File: config.mk
export PLATFORM = sky130hd
export DESIGN_NAME = amem_column_ctrl
export DESIGN_NICKNAME = d
export VERILOG_FILES = /design/src/rtl/amem_column_ctrl.sv
export SDC_FILE = /design/constraint.sdc
export NUM_CORES = 1
export LEC_CHECK = 0
export ABC_CLOCK_PERIOD_IN_PS = 15800
export CORE_AREA = 3 3 330 332
export DETAILED_ROUTE_END_ITERATION = 8
export DIE_AREA = 0 0 333 335
export MAX_ROUTING_LAYER = met4
export PLACE_DENSITY = 0.48
export SLEW_MARGIN = 25
export SYNTH_ARGS = -nofsm -noshare
export SYNTH_HDL_FRONTEND = slang
export SYNTH_SLANG_ARGS = --single-unit
File: constraint.sdc
create_clock -name clk -period 15.8 [get_ports clk]
set_input_delay 3.16 -clock clk [delete_from_list [all_inputs] [get_ports clk]]
set_output_delay 3.16 -clock clk [all_outputs]
set_load 0.01 [all_outputs]
File: src/rtl/amem_column_ctrl.sv
module amem_column_ctrl #(
  parameter int NCH      = 36,
  parameter int DEPTH    = 16,
  parameter int BCW      = 8,
  parameter int HOLD_DLY = 5,
  parameter int VAL_WIN  = 500
)(
  input  logic                     clk,
  input  logic                     rst_n,
  input  logic                     bx_tick,
  input  logic [NCH-1:0]           disc,
  input  logic                     validate,
  input  logic                     no_trig,
  input  logic [$clog2(DEPTH)-1:0] rd_col,
  output logic [$clog2(DEPTH)-1:0] col_addr,
  output logic                     hold_stb,
  output logic                     ram_full,
  output logic                     val_pending,
  output logic [NCH-1:0]           rd_hits,
  output logic [BCW-1:0]           rd_bcid
);
  localparam int AW = $clog2(DEPTH);
  localparam int HW = $clog2(HOLD_DLY + 1);
  localparam int WW = $clog2(VAL_WIN + 1);

  typedef enum logic [1:0] {S_IDLE, S_CAPT, S_ARM, S_PEND} st_t;

  st_t            st;
  logic [AW:0]    used;
  logic [BCW-1:0] bcid;
  logic [HW-1:0]  hcnt;
  logic [WW-1:0]  wcnt;
  logic [NCH-1:0] hit_mem  [DEPTH];
  logic [BCW-1:0] bcid_mem [DEPTH];

  wire          trig = |disc;
  wire [AW-1:0] wcol = used[AW-1:0];
  wire [AW-1:0] lcol = wcol - 1'b1;

  assign ram_full    = (used == (AW+1)'(DEPTH));
  assign col_addr    = ram_full ? AW'(DEPTH-1) : wcol;
  assign val_pending = (st == S_PEND);
  assign rd_hits     = hit_mem[rd_col];
  assign rd_bcid     = bcid_mem[rd_col];

  always_ff @(posedge clk) begin
    if (!rst_n) begin
      st       <= S_IDLE;
      used     <= '0;
      bcid     <= '0;
      hcnt     <= '0;
      wcnt     <= '0;
      hold_stb <= 1'b0;
      for (int i = 0; i < DEPTH; i++) begin
        hit_mem[i]  <= '0;
        bcid_mem[i] <= '0;
      end
    end else begin
      hold_stb <= 1'b0;
      if (bx_tick) bcid <= bcid + 1'b1;
      case (st)
        S_IDLE: if (trig && !ram_full) begin
          hit_mem[wcol]  <= disc;
          bcid_mem[wcol] <= bcid;
          hcnt           <= '0;
          st             <= S_CAPT;
        end
        S_CAPT: begin
          hit_mem[wcol] <= hit_mem[wcol] | disc;
          if (hcnt == HW'(HOLD_DLY-1)) begin
            hold_stb <= 1'b1;
            st       <= S_ARM;
          end else begin
            hcnt <= hcnt + 1'b1;
          end
        end
        S_ARM: if (bx_tick) begin
          used <= used + 1'b1;
          wcnt <= '0;
          st   <= S_PEND;
        end
        S_PEND: begin
          if (validate) begin
            st <= S_IDLE;
          end else if (no_trig || wcnt == WW'(VAL_WIN-1)) begin
            hit_mem[lcol]  <= '0;
            bcid_mem[lcol] <= '0;
            used           <= used - 1'b1;
            st             <= S_IDLE;
          end else begin
            wcnt <= wcnt + 1'b1;
          end
        end
        default: st <= S_IDLE;
      endcase
    end
  end

  assert_hold_single_R4: assert property (@(posedge clk) disable iff (!rst_n)
    hold_stb |=> !hold_stb);

  assert_advance_on_tick_R5: assert property (@(posedge clk) disable iff (!rst_n)
    ($past(rst_n) && used == $past(used) + 1'b1) |-> $past(bx_tick));

  assert_bcid_step_R3: assert property (@(posedge clk) disable iff (!rst_n)
    ($past(rst_n) && $past(bx_tick)) |-> bcid == $past(bcid) + 1'b1);

  assert_erase_shrinks_R7: assert property (@(posedge clk) disable iff (!rst_n)
    ($past(rst_n) && $past(st) == S_PEND && $past(no_trig) && !$past(validate))
      |-> used == $past(used) - 1'b1);

  assert_full_saturate_R9: assert property (@(posedge clk) disable iff (!rst_n)
    ram_full |-> col_addr == AW'(DEPTH-1));

  assert_full_ignores_R10: assert property (@(posedge clk) disable iff (!rst_n)
    (st == S_IDLE && ram_full) |=> st == S_IDLE);

  assert_validate_wins_R11: assert property (@(posedge clk) disable iff (!rst_n)
    (st == S_PEND && validate) |=> used == $past(used));
endmodule

==> results.txt <==
postcts setup bufs = 0
largest net degree at the start of global routing = 101
GRT overflow = 0
HP Class = register to register
crit path capture type = primary output
height of the die = 335 um
Max VDD drop = 0.0000920 V
vias per cell = 5.88
clk buf depth = 3
Final Max Tran Viols = 0
worst path bufs/invs = 3
post-synthesis sequential area ratio = 58.6%
critical path cell sequence = clkbuf_8, buf_4, mux4_2, mux4_2, clkdlybuf4s50_1
Tcrit/Tclk final = 59.0%
Worst Path Required = 12.64 ns
area leader, netlist = edfxtp_1
Final TNS setup = 0 ns
total of max-cap violations = 0
Post-Syn Instances = 2,510
fmax = 107 MHz
Layout area overhead = 14.0%
Finished Cell Area = 42,300 um^2
crit path time final = 9.33 ns
Synth Flop Type = edfxtp_1
hold_buf cts = 0
worst-skew pair later-pin latency = 0.67 ns
routed wire length = 129,000 um
vias after detailed routing = 23,500
share of cells above drive strength 1 = 25.0%
RePlAce Congestion = 0.807
Worst setup SP type = input pin
total track usage = 23.7%
Slew HR = 21.5%
RSZ-0062 raised after global routing = no
CP peak stage delay = 0.86 ns
initial antenna violation count = 0
Initial Utilization = 34.8%
Synth async-reset ratio = 0%
clk root buf = clkbuf_16
TritonCTS clock tree = yes
CP Max Fanout = 68
crit path max-delay cell type = buf_4
most frequent cells in the layout = nor2_1 (719), edfxtp_1 (704), mux4_2 (364)
Power per Cell Area = 137 nW/um^2
H-tree depth = 3
Slew @ Worst Pin = 1.18 ns
Final HPWL DP = 65,500 um
register area = 21,800 um^2
vias in the first global route = 24,600
Crit path top cell by count = mux4_2
std cell rows = 120
data arrival time of the worst path = 6.17 ns
Netlist cell types = 68
fin cells = 3,998
Synth top area share = 56.9%
Die Span X = 333 um
total power = 5.79 mW
Area after DPL = 39,500 um^2
status = completed
register bit total from synthesis = 736
diode count = 0
post-layout util = 39.7%
port buffer count = 95
Nets = 2,589
clock sinks = 736
Clock transition at path regs = 0.06 ns
Final Hold Fails = 0
Inst Count DP = 3,845
final clock skew = 0.0269 ns
DR pass1 iterations = 5
antenna-violating nets left = 0
commonest non-fill, non-tap cell in the layout = nor2_1
Core Box Area = 107,000 um^2
P_leak = 14.2 nW
I/O pin count = 96
syn_area_per_cell = 14.8 um^2
Final setup viols = 0
# resized after CTS = 0
die area = 112,000 um^2
CTS Buf Count = 84
Fillers = 9,764
Post-Syn Area = 37,100 um^2
Multi-input gate area = 14,500 um^2
WL/cell = 32.1 um
EDFF count, synth = 704
Syn Nets = 2,570
Synth Warn # = 0
synth top area cells = edfxtp_1 (57%), mux4_2 (22%), nor2_1 (7.3%)
first-pass GRT wire length = 182,000 um
CP delay by family, top = buffers and inverters
DRC violations left = 0
DRT iter0 DRCs = 2,567
Crit Path Category = input pin to primary output
logic make-up after synthesis:
group,after synthesis,share of synthesized area (%)
AOI/OAI and AO/OA,199,4.09
xor gates and xnor gates,17,0.401
adders and majority gates,15,0.525
buffers and inverters,234,2.90
DFF,736,58.6
muxes,402,23.1
and+or+nand+nor,907,10.4
layout make-up:
cell class / instances / area share [%]
Inverter: 9 / 0.0798
Timing Repair Buffer: 158 / 3.45
Clock buffer: 103 / 5.26
Clock inverter: 49 / 1.28
Sequential cell: 736 / 51.5
Tap cell: 1403 / 4.15
Multi-Input combinational cell: 1540 / 34.3
where the power goes:
| part | internal (mW) | switching (mW) |
|---|---|---|
| Combinational | 0.550 | 0.804 |
| Clock | 1.17 | 0.827 |
| Sequential | 2.33 | 0.109 |
| Total | 4.05 | 1.74 |
routing by layer:
layer	up-vias	part of all wire, %	track usage [%]
li1	9705	-	-
met1	12400	39	29.4
met2	1159	49	39.0
met3	256	8.9	5.21
met4	0	3.1	7.22
met5	-	0	-
worst min-delay path: cells and delay by family, from the launching register on:
kind | cells | cell delay, ns
simple gates | 1 | 0.05
flops | 1 | 0.32
compound gates | 1 | 0.07
sequential cells by signal (all words and copies together), names as in the netlist, named ones only:
name and cells:
bcid 8, bcid_mem 128, hcnt 3, hit_mem 576, hold_stb 1, st 2
used 5, wcnt 9
metrics by stage:
stage | setup slack (ns) | hold slack (ns)
6_report | 6.47 | 0.495
5_1_grt | 6.47 | 0.528
4_1_cts | 6.18 | 0.500
3_5_place_dp | 6.18 | 0.491
3_3_place_gp | 6.21 | 0.479
2_1_floorplan | 7.46 | 0.435
path summary, 6_finish.rpt:
kind,start,end,slack (ns),cells past startpoint
min,wcnt[1]$_SDFFE_PN0P_,wcnt[1]$_SDFFE_PN0P_,0.50,2
max,rd_col[1],rd_hits[2],6.47,5
max reg2reg,wcnt[0]$_SDFFE_PN0P_,hit_mem[6][15]$_SDFFCE_PN0P_,11.31,8
min reg2reg,wcnt[1]$_SDFFE_PN0P_,wcnt[1]$_SDFFE_PN0P_,0.50,2
synth_stat cells, drive strengths merged, types with 14 or more instances:
cell type / instances
ha: 14
a22oi: 37
edfxtp: 704
o21ai: 46
mux4: 364
a21oi: 49
nand2: 59
mux2i: 38
dfxtp: 32
nor2b: 43
buf: 139
a211oi: 38
nand3: 20
clkbuf: 86
nor2: 721
No activity file was read; power rests on OpenSTA's default activity.
